$ cat config.mk
export PLATFORM = sky130hd
export DESIGN_NAME = capsule_squash
export DESIGN_NICKNAME = d
export VERILOG_FILES = /design/src/rtl/capsule_squash_pkg.sv /design/src/rtl/csq_isqrt_nr.sv /design/src/rtl/csq_divider.sv /design/src/rtl/capsule_squash.sv
export SDC_FILE = /design/constraint.sdc
export NUM_CORES = 2
export LEC_CHECK = 0
export BUFFER_PORTS_ARGS = -buffer_cell sky130_fd_sc_hd__buf_2
export CAP_MARGIN = 15
export CORE_MARGIN = 3
export CORE_UTILIZATION = 41
export CTS_CLUSTER_SIZE = 24
export DETAILED_ROUTE_END_ITERATION = 10
export SKIP_LAST_GASP = 1
export SYNTH_ARGS = -nofsm -noshare
export SYNTH_HDL_FRONTEND = slang
export SYNTH_HIERARCHICAL = 1
export SYNTH_SLANG_ARGS = --single-unit
$ cat constraint.sdc
create_clock -name clk -period 37 [get_ports clk]
set_input_delay 3.7 -clock clk [delete_from_list [all_inputs] [get_ports clk]]
set_output_delay 3.7 -clock clk [all_outputs]
set_load 0.02 [all_outputs]
$ cat src/rtl/capsule_squash_pkg.sv
package capsule_squash_pkg;
  typedef enum logic [2:0] {
    SQ_IDLE,
    SQ_ACC,
    SQ_RGO,
    SQ_RWAIT,
    SQ_DGO,
    SQ_DWAIT,
    SQ_SCALE,
    SQ_FIN
  } sq_state_e;
endpackage

$ cat src/rtl/csq_isqrt_nr.sv
module csq_isqrt_nr #(
  parameter int RADW = 50
) (
  input  logic            clk,
  input  logic            rst_n,
  input  logic            go,
  input  logic [RADW-1:0] radicand,
  output logic            fin,
  output logic [RADW/2-1:0] root
);
  localparam int QW  = RADW / 2;
  localparam int RW  = QW + 3;
  localparam int CW  = $clog2(QW + 1);

  logic [RADW-1:0] rad_q, rad_n;
  logic [RW-1:0]   rem_q, rem_n, shifted;
  logic [QW-1:0]   q_q, q_n;
  logic [CW-1:0]   cnt_q, cnt_n;
  logic            run_q, run_n, fin_q, fin_n;

  always_comb begin
    rad_n   = rad_q;
    rem_n   = rem_q;
    q_n     = q_q;
    cnt_n   = cnt_q;
    run_n   = run_q;
    fin_n   = 1'b0;
    shifted = (rem_q << 2) | RW'(rad_q[RADW-1 -: 2]);
    if (go) begin
      rad_n = radicand;
      rem_n = '0;
      q_n   = '0;
      cnt_n = CW'(QW);
      run_n = 1'b1;
    end else if (run_q) begin
      if (!rem_q[RW-1]) rem_n = shifted - RW'({q_q, 2'b01});
      else              rem_n = shifted + RW'({q_q, 2'b11});
      q_n   = {q_q[QW-2:0], ~rem_n[RW-1]};
      rad_n = rad_q << 2;
      cnt_n = cnt_q - 1'b1;
      if (cnt_q == CW'(1)) begin
        run_n = 1'b0;
        fin_n = 1'b1;
      end
    end
  end

  always_ff @(posedge clk or negedge rst_n) begin
    if (!rst_n) begin
      rad_q <= '0;
      rem_q <= '0;
      q_q   <= '0;
      cnt_q <= '0;
      run_q <= 1'b0;
      fin_q <= 1'b0;
    end else begin
      rad_q <= rad_n;
      rem_q <= rem_n;
      q_q   <= q_n;
      cnt_q <= cnt_n;
      run_q <= run_n;
      fin_q <= fin_n;
    end
  end

  assign fin  = fin_q;
  assign root = q_q;
endmodule

$ cat src/rtl/csq_divider.sv
module csq_divider #(
  parameter int NW  = 41,
  parameter int DW  = 35,
  parameter int QOW = 17
) (
  input  logic          clk,
  input  logic          rst_n,
  input  logic          go,
  input  logic [NW-1:0] numer,
  input  logic [DW-1:0] denom,
  output logic          fin,
  output logic [QOW-1:0] quo
);
  localparam int CW = $clog2(NW + 1);

  logic [NW-1:0]  num_q, num_n;
  logic [DW-1:0]  den_q, den_n, rem_q, rem_n;
  logic [DW:0]    trial;
  logic [QOW-1:0] q_q, q_n;
  logic [CW-1:0]  cnt_q, cnt_n;
  logic           run_q, run_n, fin_q, fin_n;

  always_comb begin
    num_n = num_q;
    den_n = den_q;
    rem_n = rem_q;
    q_n   = q_q;
    cnt_n = cnt_q;
    run_n = run_q;
    fin_n = 1'b0;
    trial = {rem_q, num_q[NW-1]};
    if (go) begin
      num_n = numer;
      den_n = denom;
      rem_n = '0;
      q_n   = '0;
      cnt_n = CW'(NW);
      run_n = 1'b1;
    end else if (run_q) begin
      if (trial >= {1'b0, den_q}) begin
        rem_n = DW'(trial - {1'b0, den_q});
        q_n   = {q_q[QOW-2:0], 1'b1};
      end else begin
        rem_n = DW'(trial);
        q_n   = {q_q[QOW-2:0], 1'b0};
      end
      num_n = num_q << 1;
      cnt_n = cnt_q - 1'b1;
      if (cnt_q == CW'(1)) begin
        run_n = 1'b0;
        fin_n = 1'b1;
      end
    end
  end

  always_ff @(posedge clk or negedge rst_n) begin
    if (!rst_n) begin
      num_q <= '0;
      den_q <= '0;
      rem_q <= '0;
      q_q   <= '0;
      cnt_q <= '0;
      run_q <= 1'b0;
      fin_q <= 1'b0;
    end else begin
      num_q <= num_n;
      den_q <= den_n;
      rem_q <= rem_n;
      q_q   <= q_n;
      cnt_q <= cnt_n;
      run_q <= run_n;
      fin_q <= fin_n;
    end
  end

  assign fin = fin_q;
  assign quo = q_q;
endmodule

$ cat src/rtl/capsule_squash.sv
module capsule_squash
  import capsule_squash_pkg::*;
#(
  parameter int W    = 24,
  parameter int D    = 4,
  parameter int FRAC = 16
) (
  input  logic           clk,
  input  logic           rst_n,
  input  logic           start,
  input  logic [D*W-1:0] vec_in,
  output logic           busy,
  output logic           done,
  output logic [D*W-1:0] vec_out
);
  localparam int LOGD = (D > 1) ? $clog2(D) : 1;
  localparam int SQW  = 2 * W + LOGD;
  localparam int RADW = SQW + (SQW % 2);
  localparam int MAGW = RADW / 2;
  localparam int NUMW = MAGW + FRAC;
  localparam int DIVW = RADW - FRAC + 1;
  localparam int FW   = FRAC + 1;
  localparam int PW   = W + FW + 1;

  logic [1:0] rsync_q;
  logic       rst_i_n;

  always_ff @(posedge clk or negedge rst_n) begin
    if (!rst_n) rsync_q <= 2'b00;
    else        rsync_q <= {rsync_q[0], 1'b1};
  end
  assign rst_i_n = rsync_q[1];

  sq_state_e          state_q, state_n;
  logic [LOGD-1:0]    idx_q, idx_n;
  logic signed [W-1:0] s_q [D];
  logic signed [W-1:0] s_n [D];
  logic [W-1:0]       o_q [D];
  logic [W-1:0]       o_n [D];
  logic [RADW-1:0]    sumsq_q, sumsq_n;
  logic [MAGW-1:0]    mag_q, mag_n;
  logic [FW-1:0]      f_q, f_n;

  logic               root_go, root_fin, div_go, div_fin;
  logic [MAGW-1:0]    root_res;
  logic [FW-1:0]      div_res;
  logic [DIVW-1:0]    div_den;
  logic signed [2*W-1:0] sq_term;
  logic signed [PW-1:0]  prod;
  logic signed [PW-1:0]  prod_sh;
  logic               idx_last;

  assign idx_last = (idx_q == LOGD'(D - 1));
  assign sq_term  = s_q[idx_q] * s_q[idx_q];
  assign prod     = PW'(s_q[idx_q]) * $signed({{(PW-FW){1'b0}}, f_q});
  assign prod_sh  = prod >>> FRAC;
  assign div_den  = DIVW'(sumsq_q >> FRAC) + (DIVW'(1) << FRAC);
  assign root_go  = (state_q == SQ_RGO) && (sumsq_q != '0);
  assign div_go   = (state_q == SQ_DGO);

  always_comb begin
    state_n = state_q;
    idx_n   = idx_q;
    sumsq_n = sumsq_q;
    mag_n   = mag_q;
    f_n     = f_q;
    for (int i = 0; i < D; i++) begin
      s_n[i] = s_q[i];
      o_n[i] = o_q[i];
    end
    unique case (state_q)
      SQ_IDLE, SQ_FIN: begin
        if (start) begin
          for (int i = 0; i < D; i++) s_n[i] = vec_in[i*W +: W];
          sumsq_n = '0;
          idx_n   = '0;
          state_n = SQ_ACC;
        end else begin
          state_n = SQ_IDLE;
        end
      end
      SQ_ACC: begin
        sumsq_n = sumsq_q + RADW'($unsigned(sq_term));
        if (idx_last) begin
          idx_n   = '0;
          state_n = SQ_RGO;
        end else begin
          idx_n = idx_q + 1'b1;
        end
      end
      SQ_RGO: begin
        if (sumsq_q == '0) begin
          for (int i = 0; i < D; i++) o_n[i] = '0;
          state_n = SQ_FIN;
        end else begin
          state_n = SQ_RWAIT;
        end
      end
      SQ_RWAIT: begin
        if (root_fin) begin
          mag_n   = root_res;
          state_n = SQ_DGO;
        end
      end
      SQ_DGO: state_n = SQ_DWAIT;
      SQ_DWAIT: begin
        if (div_fin) begin
          f_n     = div_res;
          idx_n   = '0;
          state_n = SQ_SCALE;
        end
      end
      SQ_SCALE: begin
        o_n[idx_q] = prod_sh[W-1:0];
        if (idx_last) state_n = SQ_FIN;
        else          idx_n   = idx_q + 1'b1;
      end
      default: state_n = SQ_IDLE;
    endcase
  end

  always_ff @(posedge clk or negedge rst_i_n) begin
    if (!rst_i_n) begin
      state_q <= SQ_IDLE;
      idx_q   <= '0;
      sumsq_q <= '0;
      mag_q   <= '0;
      f_q     <= '0;
      for (int i = 0; i < D; i++) begin
        s_q[i] <= '0;
        o_q[i] <= '0;
      end
    end else begin
      state_q <= state_n;
      idx_q   <= idx_n;
      sumsq_q <= sumsq_n;
      mag_q   <= mag_n;
      f_q     <= f_n;
      for (int i = 0; i < D; i++) begin
        s_q[i] <= s_n[i];
        o_q[i] <= o_n[i];
      end
    end
  end

  csq_isqrt_nr #(.RADW(RADW)) u_root (
    .clk      (clk),
    .rst_n    (rst_i_n),
    .go       (root_go),
    .radicand (sumsq_q),
    .fin      (root_fin),
    .root     (root_res)
  );

  csq_divider #(.NW(NUMW), .DW(DIVW), .QOW(FW)) u_div (
    .clk   (clk),
    .rst_n (rst_i_n),
    .go    (div_go),
    .numer ({mag_q, {FRAC{1'b0}}}),
    .denom (div_den),
    .fin   (div_fin),
    .quo   (div_res)
  );

  genvar g;
  generate
    for (g = 0; g < D; g++) begin : g_out
      assign vec_out[g*W +: W] = o_q[g];
    end
  endgenerate

  assign done = (state_q == SQ_FIN);
  assign busy = (state_q != SQ_IDLE) && (state_q != SQ_FIN);
endmodule

==> results.toml <==
[run_status]
outcome = "finished, final reports clean"

[global_routing]
grt_first_pass_wirelength_microns = 259700
first_global_vias = 47489
grt_use_total_pct = 20.87
antenna_found_initial = 14
overflow = 0
grt_max_degree = 154

[synth]
synth-edff-count = 0
synth_area_per_cell_sq_um = 9.453
seq_area_frac_synth_pct = 21.65
synth_flop_cell = "dfrtp_1"
ys_ff_latch = 536
mappedNetlistArea_sq_um = 61960
synthArstFlopShare_pct = 100.0
yosys_warnings = 6
synthDistinctLibCells = 103
synthCells = 6555

[drt]
vias = 45165
drt-initial-drc-count = 2840
drt-vias-per-instance = 5.190
ant_nets = 0
wl_per_cell_microns = 18.43
first_pass_iters = 5
finalWirelength_microns = 160400
drc = 0

[timing]
rsz0062_at_grt = "false"
fmax_ghz = 0.08593
finalMaxSlewViolations = 0
slew_headroom_pct = 25.29
period_needed_ps = 11640
report.final.hold_viol_count = 0
layout_setup_ws_ps = 25360
final.period_utilization_pct = 31.45
setup_viol = 0
worstMarginPinSlew_ps = 1113
tns_ps = 0
finClkSkew_ps = 40.42

[floorplanning]
die_h_microns = 394.8
die-area_sq_um = 155800
die_x_microns = 394.8
num_rows = 142
num_io_pins = 197
coreArea_sq_um = 150000
initial_utilization_pct = 41.32

[setup_path]
cp_max_fo = 49
crit_path_top_delay_cell = "o21ai_1"
crit_path_frequent_cell = "fa_1"
worst_setup_path_end_kind = "flop"
startpoint_type = "flop"
critPathTopFamily = "adder cells"
worstSetupPathType = "reg -> reg"
max_stage_delay_ps = 730
r2r_slack_ps = 25360
critical_path_required_ps = 37550
worstPathArrival_ps = 12190
worst-path-buf-inv = 9

[clock_network]
cts_htree_levels = 3
clock_path_buffers = 3
cts_resized = 0
cts-hold-fix-buffers = 0
numCtsBuffers = 68
clk_pin_slew_ps = 70
post_cts_buffers = 0
clk_latency_ps = 690
cts_tree = "yes"
cts_root_buf = "clkbuf_16"
clock_sinks = 536

[min_path]
hold_class = "reg -> reg"

[cells_and_area]
drive_above_1_share_pct = 9.492
nets = 8045
synthToLayoutAreaGrowth_pct = 8.608
fillers = 14625
final_area_sq_um = 67300

[placed_design]
routabilityCongestion = 0.9145
dp_slack_ps = 25240
hpwlAfterDp_microns = 123100
placed_cell_area_sq_um = 65080
portBuffers = 196

[flow_run]
maxCapViolCount = 0
-- state kept, by name, indices dropped and copies added, names as in the netlist, 27 cells and up --
signal        cells
u_div/rem_q      35
u_root/rem_q     27
s_q              96
u_div/num_q      41
u_root/rad_q     50
vec_out          96
sumsq_q          50
u_div/den_q      35
-- per-stage QoR --
| stage | hold slack [ps] | util, % | instances |
|---|---|---|---|
| floorplan | 331.2 | - | 6570 |
| global placement | 338.2 | 43.40 | 8576 |
| detailed placement | 340.3 | 43.40 | 8576 |
| CTS | 354.6 | 44.85 | 8692 |
| global route | 368.5 | 44.87 | 8696 |
| finish | 351.7 | 44.88 | 8702 |
-- cell families (layout without fill, tap and decap cells) --
group / count (synthesis) / count (layout) / share of synthesized area [%]
other: 2 / 24 / 0.01212
flip-flops: 536 / 536 / 21.65
AND/OR/NAND/NOR: 1654 / 1654 / 11.98
buffers and inverters: 1541 / 1650 / 9.399
multiplexers: 345 / 345 / 5.943
AO/OA/AOI/OAI: 946 / 946 / 9.943
adder cells (fa/ha/maj): 1313 / 1313 / 37.97
XOR/XNOR: 218 / 218 / 3.104
-- cell usage after synthesis (16+ instances only) --
cell type  count  share of area, %
fa_1         946                31
o21a_1        32              0.39
xnor2_1      159               2.2
o21ai_0      275               2.2
a21oi_1      175               1.4
a21o_1       103               1.2
ha_1         367               7.4
dfrtp_1      536                22
xor2_1        58              0.82
nor4_1        23              0.23
o21ai_1       16              0.13
nand3_1       69              0.56
nand4_1       25              0.25
or3_1         16              0.16
and2_1       188               1.9
nor3_1        36              0.29
nor2_1       315               1.9
and3_1        32              0.32
o22ai_1       55              0.56
mux2i_1      180               2.9
mux2_2       163               3.0
nand2_1      851               5.2
a311oi_1      23              0.33
buf_1         26              0.16
nand2b_1      27              0.27
clkbuf_1     253               1.5
o211ai_1      20              0.24
o31ai_1       26              0.32
a211oi_1      27              0.33
inv_1       1242               7.5
o21bai_1      25              0.30
a31oi_1       28              0.28
-- layer usage --
metal  up-vias  global-route usage [%]  routed length (microns)
met5         -                       0                       52
met4        10                   8.277                     6560
met3       259                   3.602                     9129
met2      1088                   33.80                    75180
met1     22947                   27.88                    69470
li1      20861                       -                        -
-- layout by cell type, fill, tap and decap left out, drive strengths merged, types with 27 or more instances in the layout --
cell type,Yosys,layout
dfrtp,536,536
xor2,58,58
xnor2,159,159
and2,191,191
ha,367,367
buf,38,284
nor3,37,37
a311oi,31,31
o21a,32,32
a211oi,28,28
clkbuf,253,90
o21ai,294,294
fa,946,946
nor2,315,315
a21o,105,105
nand2b,27,27
a31oi,29,29
o22ai,56,56
mux2i,180,180
nand3,69,69
mux2,163,163
nand2,851,851
inv,1242,1243
and3,33,33
clkinv,8,27
a21oi,184,184
-- final timing paths --
check,startpoint,cells past startpoint,end
setup / recovery,idx_q[1],38,sumsq_q[43]
hold / removal,rsync_q[0],0,rsync_q[1]
setup reg to reg,idx_q[1],38,sumsq_q[43]
hold reg to reg,rsync_q[0],0,rsync_q[1]
max in group asynchronous,rsync_q[1],3,u_div/num_q[15]
min in group asynchronous,rsync_q[1],0,sumsq_q[38]
-- worst reg2reg max path: cells and delay by family, from the launching register on --
| kind | cells | cell delay [ps] |
|---|---|---|
| adder cells (fa/ha/maj) | 9 | 4170 |
| AO/OA/AOI/OAI | 12 | 3680 |
| buffers and inverters | 9 | 1470 |
| AND/OR/NAND/NOR | 7 | 1390 |
| multiplexers | 1 | 480 |
| flip-flops | 1 | 340 |
-- final cells by class --
cell class / instances / area, sq um / share of cell area [%]
clock buffers: 90 / 1844 / 2.740
diodes: 7 / 17.52 / 0.02603
multi-input cells: 4493 / 42810 / 63.61
clock inverters: 26 / 325.3 / 0.4834
repair buffers: 284 / 1662 / 2.469
inverters: 1250 / 4692 / 6.972
flip-flops and latches: 536 / 13430 / 19.95
well taps: 2016 / 2522 / 3.748
Power is not shown: default switching activity piles up to over one toggle a cycle in this logic, so the estimate is an artifact.
